### src/rtl/hd_lock_pkg.sv
package hd_lock_pkg;
  // width of the protected function result for an input of w bits
  function automatic int sum_width(input int w);
    return w / 2 + 1;
  endfunction

  // width of a set-bit counter able to hold the value w
  function automatic int count_width(input int w);
    return $clog2(w + 1);
  endfunction
endpackage

### src/rtl/hd_rst_sync.sv
module hd_rst_sync (
  input  logic clk,
  input  logic rst_n,
  output logic rst_n_sync
);
  logic [1:0] stage_q;
  logic [1:0] stage_d;

  always_comb begin
    stage_d = {stage_q[0], 1'b1};
  end

  always_ff @(posedge clk or negedge rst_n) begin
    if (!rst_n) stage_q <= 2'b00;
    else        stage_q <= stage_d;
  end

  assign rst_n_sync = stage_q[1];
endmodule

### src/rtl/hd_exact_dist.sv
module hd_exact_dist #(
  parameter int W    = 8,
  parameter int DIST = 1
) (
  input  logic [W-1:0] vec_a,
  input  logic [W-1:0] vec_b,
  output logic         hit
);
  localparam int CW = hd_lock_pkg::count_width(W);

  logic [W-1:0]  diff;
  logic [CW-1:0] ones;

  for (genvar g = 0; g < W; g++) begin : g_diff
    assign diff[g] = vec_a[g] ^ vec_b[g];
  end

  always_comb begin
    ones = '0;
    for (int i = 0; i < W; i++) begin
      ones = ones + CW'(diff[i]);
    end
  end

  assign hit = (ones == CW'(DIST));

  always_comb begin
    if (DIST == 0) begin
      AST_ZERO_DIST_SINGLE: assert (!hit || (vec_a == vec_b));
    end
  end
endmodule

### src/rtl/hd_key_store.sv
module hd_key_store #(
  parameter int W = 8
) (
  input  logic         clk,
  input  logic         rst_n,
  input  logic         we,
  input  logic [W-1:0] wdata,
  output logic [W-1:0] key,
  output logic         loaded
);
  logic [W-1:0] key_q, key_d;
  logic         loaded_q, loaded_d;
  logic         take;

  assign take = we && !loaded_q;

  always_comb begin
    key_d    = key_q;
    loaded_d = loaded_q;
    if (take) begin
      key_d    = wdata;
      loaded_d = 1'b1;
    end
  end

  always_ff @(posedge clk or negedge rst_n) begin
    if (!rst_n) begin
      key_q    <= '0;
      loaded_q <= 1'b0;
    end else begin
      key_q    <= key_d;
      loaded_q <= loaded_d;
    end
  end

  assign key    = key_q;
  assign loaded = loaded_q;

  AST_KEY_FROZEN: assert property (@(posedge clk) disable iff (!rst_n)
    loaded_q |=> $stable(key_q));
  AST_LOADED_STICKY: assert property (@(posedge clk) disable iff (!rst_n)
    loaded_q |=> loaded_q);
  AST_LOAD_TAKES: assert property (@(posedge clk) disable iff (!rst_n)
    (we && !loaded_q) |=> (loaded_q && key_q == $past(wdata)));
endmodule

### src/rtl/hd_sum_func.sv
module hd_sum_func #(
  parameter int W = 8
) (
  input  logic [W-1:0]                          x,
  output logic [hd_lock_pkg::sum_width(W)-1:0]  y
);
  localparam int HALF  = W / 2;
  localparam int OUT_W = hd_lock_pkg::sum_width(W);

  logic [OUT_W-1:0] lo_ext, hi_ext;

  assign lo_ext = {1'b0, x[HALF-1:0]};
  assign hi_ext = {1'b0, x[W-1:HALF]};
  assign y      = lo_ext + hi_ext;
endmodule

### src/rtl/hd_flip_lock.sv
module hd_flip_lock #(
  parameter int         W       = 8,
  parameter int         H       = 1,
  parameter logic [W-1:0] CUBE  = 8'hB4,
  parameter bit         REG_OUT = 1'b1
) (
  input  logic                                  clk,
  input  logic                                  rst_n,
  input  logic                                  key_we,
  input  logic [W-1:0]                          key_wdata,
  input  logic [W-1:0]                          data_in,
  output logic                                  key_loaded,
  output logic [hd_lock_pkg::sum_width(W)-1:0]  data_out
);
  localparam int OUT_W = hd_lock_pkg::sum_width(W);

  logic             rst_n_s;
  logic [W-1:0]     key_val;
  logic             strip_hit, restore_hit;
  logic [OUT_W-1:0] func_y;
  logic [OUT_W-1:0] locked_y;

  hd_rst_sync u_rst (
    .clk        (clk),
    .rst_n      (rst_n),
    .rst_n_sync (rst_n_s)
  );

  hd_key_store #(.W(W)) u_key (
    .clk    (clk),
    .rst_n  (rst_n_s),
    .we     (key_we),
    .wdata  (key_wdata),
    .key    (key_val),
    .loaded (key_loaded)
  );

  hd_sum_func #(.W(W)) u_func (
    .x (data_in),
    .y (func_y)
  );

  hd_exact_dist #(.W(W), .DIST(H)) u_strip (
    .vec_a (data_in),
    .vec_b (CUBE),
    .hit   (strip_hit)
  );

  hd_exact_dist #(.W(W), .DIST(H)) u_restore (
    .vec_a (data_in),
    .vec_b (key_val),
    .hit   (restore_hit)
  );

  assign locked_y = func_y ^ {OUT_W{strip_hit}} ^ {OUT_W{restore_hit}};

  always_comb begin
    if (key_val == CUBE) begin
      AST_FLIPS_CANCEL: assert (strip_hit == restore_hit);
    end
  end

  if (REG_OUT) begin : g_out_reg
    logic [OUT_W-1:0] out_q, out_d;

    always_comb begin
      out_d = locked_y;
    end

    always_ff @(posedge clk or negedge rst_n_s) begin
      if (!rst_n_s) out_q <= '0;
      else          out_q <= out_d;
    end

    assign data_out = out_q;

    AST_OUT_LATENCY: assert property (@(posedge clk) disable iff (!rst_n_s)
      $past(rst_n_s) |-> (data_out == $past(locked_y)));
  end else begin : g_out_comb
    assign data_out = locked_y;
  end
endmodule

### config.mk
export PLATFORM = sky130hd
export DESIGN_NAME = hd_flip_lock
export DESIGN_NICKNAME = d
export VERILOG_FILES = /design/src/rtl/hd_lock_pkg.sv /design/src/rtl/hd_rst_sync.sv /design/src/rtl/hd_exact_dist.sv /design/src/rtl/hd_key_store.sv /design/src/rtl/hd_sum_func.sv /design/src/rtl/hd_flip_lock.sv
export SDC_FILE = /design/constraint.sdc
export NUM_CORES = 1
export LEC_CHECK = 0
export CAP_MARGIN = 0
export CORE_ASPECT_RATIO = 2
export CORE_MARGIN = 4
export CORE_UTILIZATION = 47
export CTS_CLUSTER_DIAMETER = 60
export CTS_CLUSTER_SIZE = 14
export DETAILED_ROUTE_END_ITERATION = 6
export PLACE_DENSITY = 0.76
export SKIP_CTS_REPAIR_TIMING = 1
export SYNTH_ARGS = -nofsm -noshare
export SYNTH_HDL_FRONTEND = slang
export SYNTH_HIERARCHICAL = 1
export SYNTH_SLANG_ARGS = --single-unit
### constraint.sdc
create_clock -name clk -period 0.8 [get_ports clk]
set_clock_uncertainty 0.2 [all_clocks]
set_input_delay 0.08 -clock clk [delete_from_list [all_inputs] [get_ports clk]]
set_output_delay 0.08 -clock clk [all_outputs]
set_load 0.05 [all_outputs]
Word-level counts from Yosys, hierarchy flattened
Cells that the tools add are included.
{"block": "classes", "add_sub_neg": 15, "mul": 0, "n_div": 0, "n_lt_le_gt_ge": 0, "n_eq_ne": 2, "shifts": 0, "n_mux": 0, "bitwise": 14, "n_reduce_logical": 2}
{"op": "$add 4x1->4", "count": 12}
{"op": "$xor 5x5->5", "count": 2}
{"op": "$eq 4x1->1 const B", "count": 2}
{"op": "$xor 1x1->1", "count": 8}
{"op": "$add 4x4->5", "count": 1}
{"op": "$add 1x1->2", "count": 2}
{"op": "$not 1->1", "count": 4}
{"op": "$logic_and 1x1->1", "count": 1}
{"op": "$logic_not 1->1", "count": 1}
{"block": "word_totals", "regBits": 16, "latch_bits": 0, "mem_bits_rw": 0, "romBits": 0, "memories": 0}

Logic depth before layout (Yosys ltp)
{"block": "logic_depth", "depth_word": 10, "depth_mapped": 13}

Cells and area by module
The synthesis kept the hierarchy.
{"module": "hd_exact_dist", "n_inst": 2, "cells_per_inst": 26, "area_each_um2": 254.0, "seq_area_each_um2": 0.0}
{"module": "hd_key_store", "n_inst": 1, "cells_per_inst": 20, "area_each_um2": 376.6, "seq_area_each_um2": 225.2}
{"module": "hd_flip_lock", "n_inst": 1, "cells_per_inst": 13, "area_each_um2": 260.2, "seq_area_each_um2": 125.1}
{"module": "hd_sum_func", "n_inst": 1, "cells_per_inst": 16, "area_each_um2": 136.4, "seq_area_each_um2": 0.0}
{"module": "hd_rst_sync", "n_inst": 1, "cells_per_inst": 3, "area_each_um2": 53.8, "seq_area_each_um2": 50.0}

Worst setup path before layout
No wires, ideal clock.
{"block": "synth_timing", "kind": "flip-flop to flip-flop", "from": "reg u_key.key_q[0] (netlist: u_key/key[0])", "to": "reg g_out_reg.out_q[2] (netlist: data_out[2])", "t_arrival_ns": 3.671, "path_slack_ns": -3.214, "stages_incl_launch_ff": 14, "n_path_buf": 1, "cell_sequence": "dfrtp_1 -> xor2_1 -> fa_1 -> inv_1 -> fa_1 -> fa_1 -> inv_1 -> ha_1 -> inv_1 -> fa_1 -> nand2_1 -> o41ai_2 -> buf_2 -> xor3_4"}
{"block": "synth_via", "elab_chain_len": 10}
{"item": "start, declared", "line_no": "hd_key_store.sv:11", "rtl": "logic [W-1:0] key_q, key_d;"}
{"item": "start signal, assigned", "line_no": "hd_key_store.sv:31", "rtl": "key_q <= key_d;"}
{"item": "$xor 1x1->1", "line_no": "hd_exact_dist.sv:15", "rtl": "assign diff[g] = vec_a[g] ^ vec_b[g];"}
{"item": "$add 1x1->2", "line_no": "hd_exact_dist.sv:21", "rtl": "ones = ones + CW'(diff[i]);"}
{"item": "$add 4x1->4 (6 in a row)", "line_no": "hd_exact_dist.sv:21"}
{"item": "$eq 4x1->1", "line_no": "hd_exact_dist.sv:25", "rtl": "assign hit = (ones == CW'(DIST));"}
{"item": "via restore_hit", "line_no": "hd_flip_lock.sv:19", "rtl": "logic strip_hit, restore_hit;"}
{"item": "$xor 5x5->5", "line_no": "hd_flip_lock.sv:55", "rtl": "assign locked_y = func_y ^ {OUT_W{strip_hit}} ^ {OUT_W{restore_hit}};"}
{"item": "via g_out_reg.out_d[2]", "line_no": "hd_flip_lock.sv:64", "rtl": "logic [OUT_W-1:0] out_q, out_d;"}
{"item": "end signal, assigned", "line_no": "hd_flip_lock.sv:72", "rtl": "else out_q <= out_d;"}
{"item": "end, declared", "line_no": "hd_flip_lock.sv:64"}
The timed path passes the listed nets, and every way through them passes these cells.
A chain may end at the register's enable or synchronous reset.

Worst setup path in the final report
{"block": "layout_timing", "from": "reg u_key.key_q[1] (netlist: u_key/key[1])", "to": "reg g_out_reg.out_q[4] (netlist: data_out[4])"}
Same word-level chain as after synthesis.

==> run summary <==
CP cell instances = xor2_1, fa_1, inv_1, fa_1, fa_1, inv_1, ha_2, inv_1, fa_1, nand2_1, o41ai_2, buf_4, xor3_1
Die height = 83.4 um
Failing checks = negative hold slack, negative setup slack
Worst setup SP type = flop
Clock Sinks = 16
Final period utilization = 521%
Unrepaired setup endpoints after global routing = yes
Final Slew Violations = 0
Largest net degree at the start of global routing = 15
Routed Antenna Nets = 0
TritonCTS Buffers = 3
Post-synthesis simple-gate area fraction = 6.56%
CP max stage cell = fa_1
Setup violators final = 20
Slowest cell delay on critical path = 0.52 ns
Max Fclk = 240 MHz
Share of post-route cells with drive strength above 1 = 36.4%
Area delta synth->final = 49.0%
CP most frequent cell = fa_1
DP HPWL = 2270 um
Hold Crit Class = in -> async
Post-Synth XOR/XNOR Area = 21.0%
Number of global-route vias before repair = 1051
Die width = 45.7 um
Final WL = 2680 um
Buf+Inv Stages, Crit Path = 4
Status = complete, but fails checks
Sw frac = 36.2%
Sw Pwr = 2.33 mW
Worst-path clk slew = 0.06 ns
Core area = 2740 um2
PnR Total Power = 6.44 mW
Post-synthesis adder-cell area fraction = 22.9%
Non-Filler Instances = 191
Mux cell area share after synthesis = 9.00%
Layout fillers = 206
Clock power frac = 10.8%
I/O pins = 25
Crit end category = flop
PwrDens = 3240 nW/um2
DRC = 0
Max Cap Violations = 0
Compound-Gate Fraction of Synth Area = 4.03%
Initial DRC count = 1
#FFs+latches synth = 16
Main combinational cell family by area after synthesis = adder cells
Clock latency on the worst-skew pair = 0.24 ns
Fin. Hold Viols = 16
Distinct cells, synth = 23
Avg Cell Area, Syn = 12.8 um2
Cells on worst reg2reg path = 13
LEAKAGE = 0.982 nW
Levels on crit path = 13
Maximum vdd drop = 2900 uV
Yosys warning count = 6
Worst path top cell family by delay = adder cells
I/O Buffers = 24
Critical Path RT = 0.71 ns
Inserted Diodes = 0
TritonRoute pass-1 iters = 3
Total track usage = 15.3%
H-tree levels = 1
Initial Util = 48.8%
Routability-driven placement congestion ratio = 0.752
Final hold slack = -0.208 ns
Kind of critical path = reg -> reg
WP data arrival = 4.08 ns
Seq/Total Area, Yosys = 30.0%
Global-route wire length before repair = 4310 um
Sequential share of power = 18.9%
Die area = 3810 um2
Clock Path Buffers = 2
Vias per inst = 4.68
Clock Tree Root = clkbuf_8
Gate power share = 70.4%
Mapped Area = 1340 um2
Core Util, Final = 72.7%
WL per Instance = 14.0 um
Cell count after placement = 183
Final WS setup = -3.37 ns
Initial antenna violation count = 0
Rows = 27
Fin nets = 201
CTS tree = yes
Via count = 894
Worst-path fanout max = 4
Pint = 4.11 mW
GR Overflow Total = 0
Final Critical Period = 4.17 ns
Cells after Synth = 104
[through the flow]
stage	setup TNS [ns]	worst slack, ns	area (um2)
3_3_place_gp	-23.75	-3.58	1890
2_1_floorplan	-20.31	-3.10	1380
5_1_grt	-24.17	-3.53	1990
6_report	-22.87	-3.37	1990
3_5_place_dp	-24.69	-3.71	1890
4_1_cts	-23.52	-3.45	1940
[layer usage]
layer,vias to the layer above,track usage (%),share of wire (%)
met2,18,30.2,61
li1,436,-,-
met1,436,14.3,33
met4,0,5.60,1.2
met5,-,0,0
met3,4,1.30,4.4
[placed cells by master (no fill, tap or decap), types with 2 or more instances in the layout]
cell,n
xor3_1,4
inv_1,16
clkbuf_8,4
buf_4,23
fa_1,9
conb_1,9
dfrtp_2,5
buf_12,8
mux2_4,8
xor2_1,7
xnor2_1,10
nand2b_1,3
and2_4,2
dfrtp_1,11
clkdlybuf4s50_1,17
ha_1,9
nand4b_1,2
nand2_1,2
[cells by family after synthesis]
family	Yosys count
muxes	8
DFF	16
xor gates and xnor gates	23
adders and majority gates	19
buffers and inverters	18
other	3
and+or+nand+nor	12
AOI/OAI and AO/OA	5
[path summary, 6_finish.rpt]
path | start | end | slack, ns
min in group clk | u_rst/stage_q[0] | u_rst/stage_q[1] | 0.16
max in group asynchronous | u_rst/stage_q[1] | data_out[1] | 0.29
worst min register to register | u_rst/stage_q[1] | data_out[4] | -0.01
worst min-delay path | rst_n | u_rst/stage_q[0] | -0.21
worst max register to register | u_key/key[1] | data_out[4] | -3.37
worst max-delay path | u_key/key[1] | data_out[4] | -3.37
[flip-flops by register name, summed over array words and instances (netlist names)]
name,cells
data_out,5
u_key/loaded,1
u_key/key,8
u_rst/stage_q,2
[synthesized netlist by cell type (all sizes together)]
cell,n,share of area (%)
mux2,8,9.0
a21o,1,0.56
inv,16,4.5
o41ai,2,2.4
xor3,5,9.2
a21oi,1,0.66
nand2,2,0.56
buf,2,1.2
fa,9,13
conb,3,0.84
dfrtp,16,30
nand2b,3,1.4
xor2,8,5.2
ha,10,9.4
or2,1,0.47
nand4b,2,1.3
and2,2,1.3
o21ai,1,0.37
xnor2,10,6.6
nor2b,2,1.5
[final cells by class]
cell class                 count  area (um2)  area share [%]
sequential                    16         407            20.4
clock buffer                   4        55.1            2.77
tap                           29        36.3            1.82
multi-input combinational     76         905            45.5
inverter                      16        60.1            3.02
timing repair buffer          50         527            26.5
[worst register-to-register path, delay by kind of cell, from the launching register on]
kind	cells	cell delay (ns)
xor+xnor	2	0.61
compound gates	1	0.30
simple gates	1	0.07
flops	1	0.40
fa+ha+maj	5	2.10
buf+inv	4	0.37
[power by group through the flow]
stage          logic (mW)  registers (mW)  clock network [mW]
5_1_grt              4.91            1.24               0.745
2_1_floorplan        2.47            1.61                   0
3_5_place_dp         4.28            1.23                   0
4_1_cts              4.30            1.22               0.715
6_report             4.53            1.21               0.694
3_3_place_gp         4.07            1.23                   0
(Power assumes the default switching activity.)
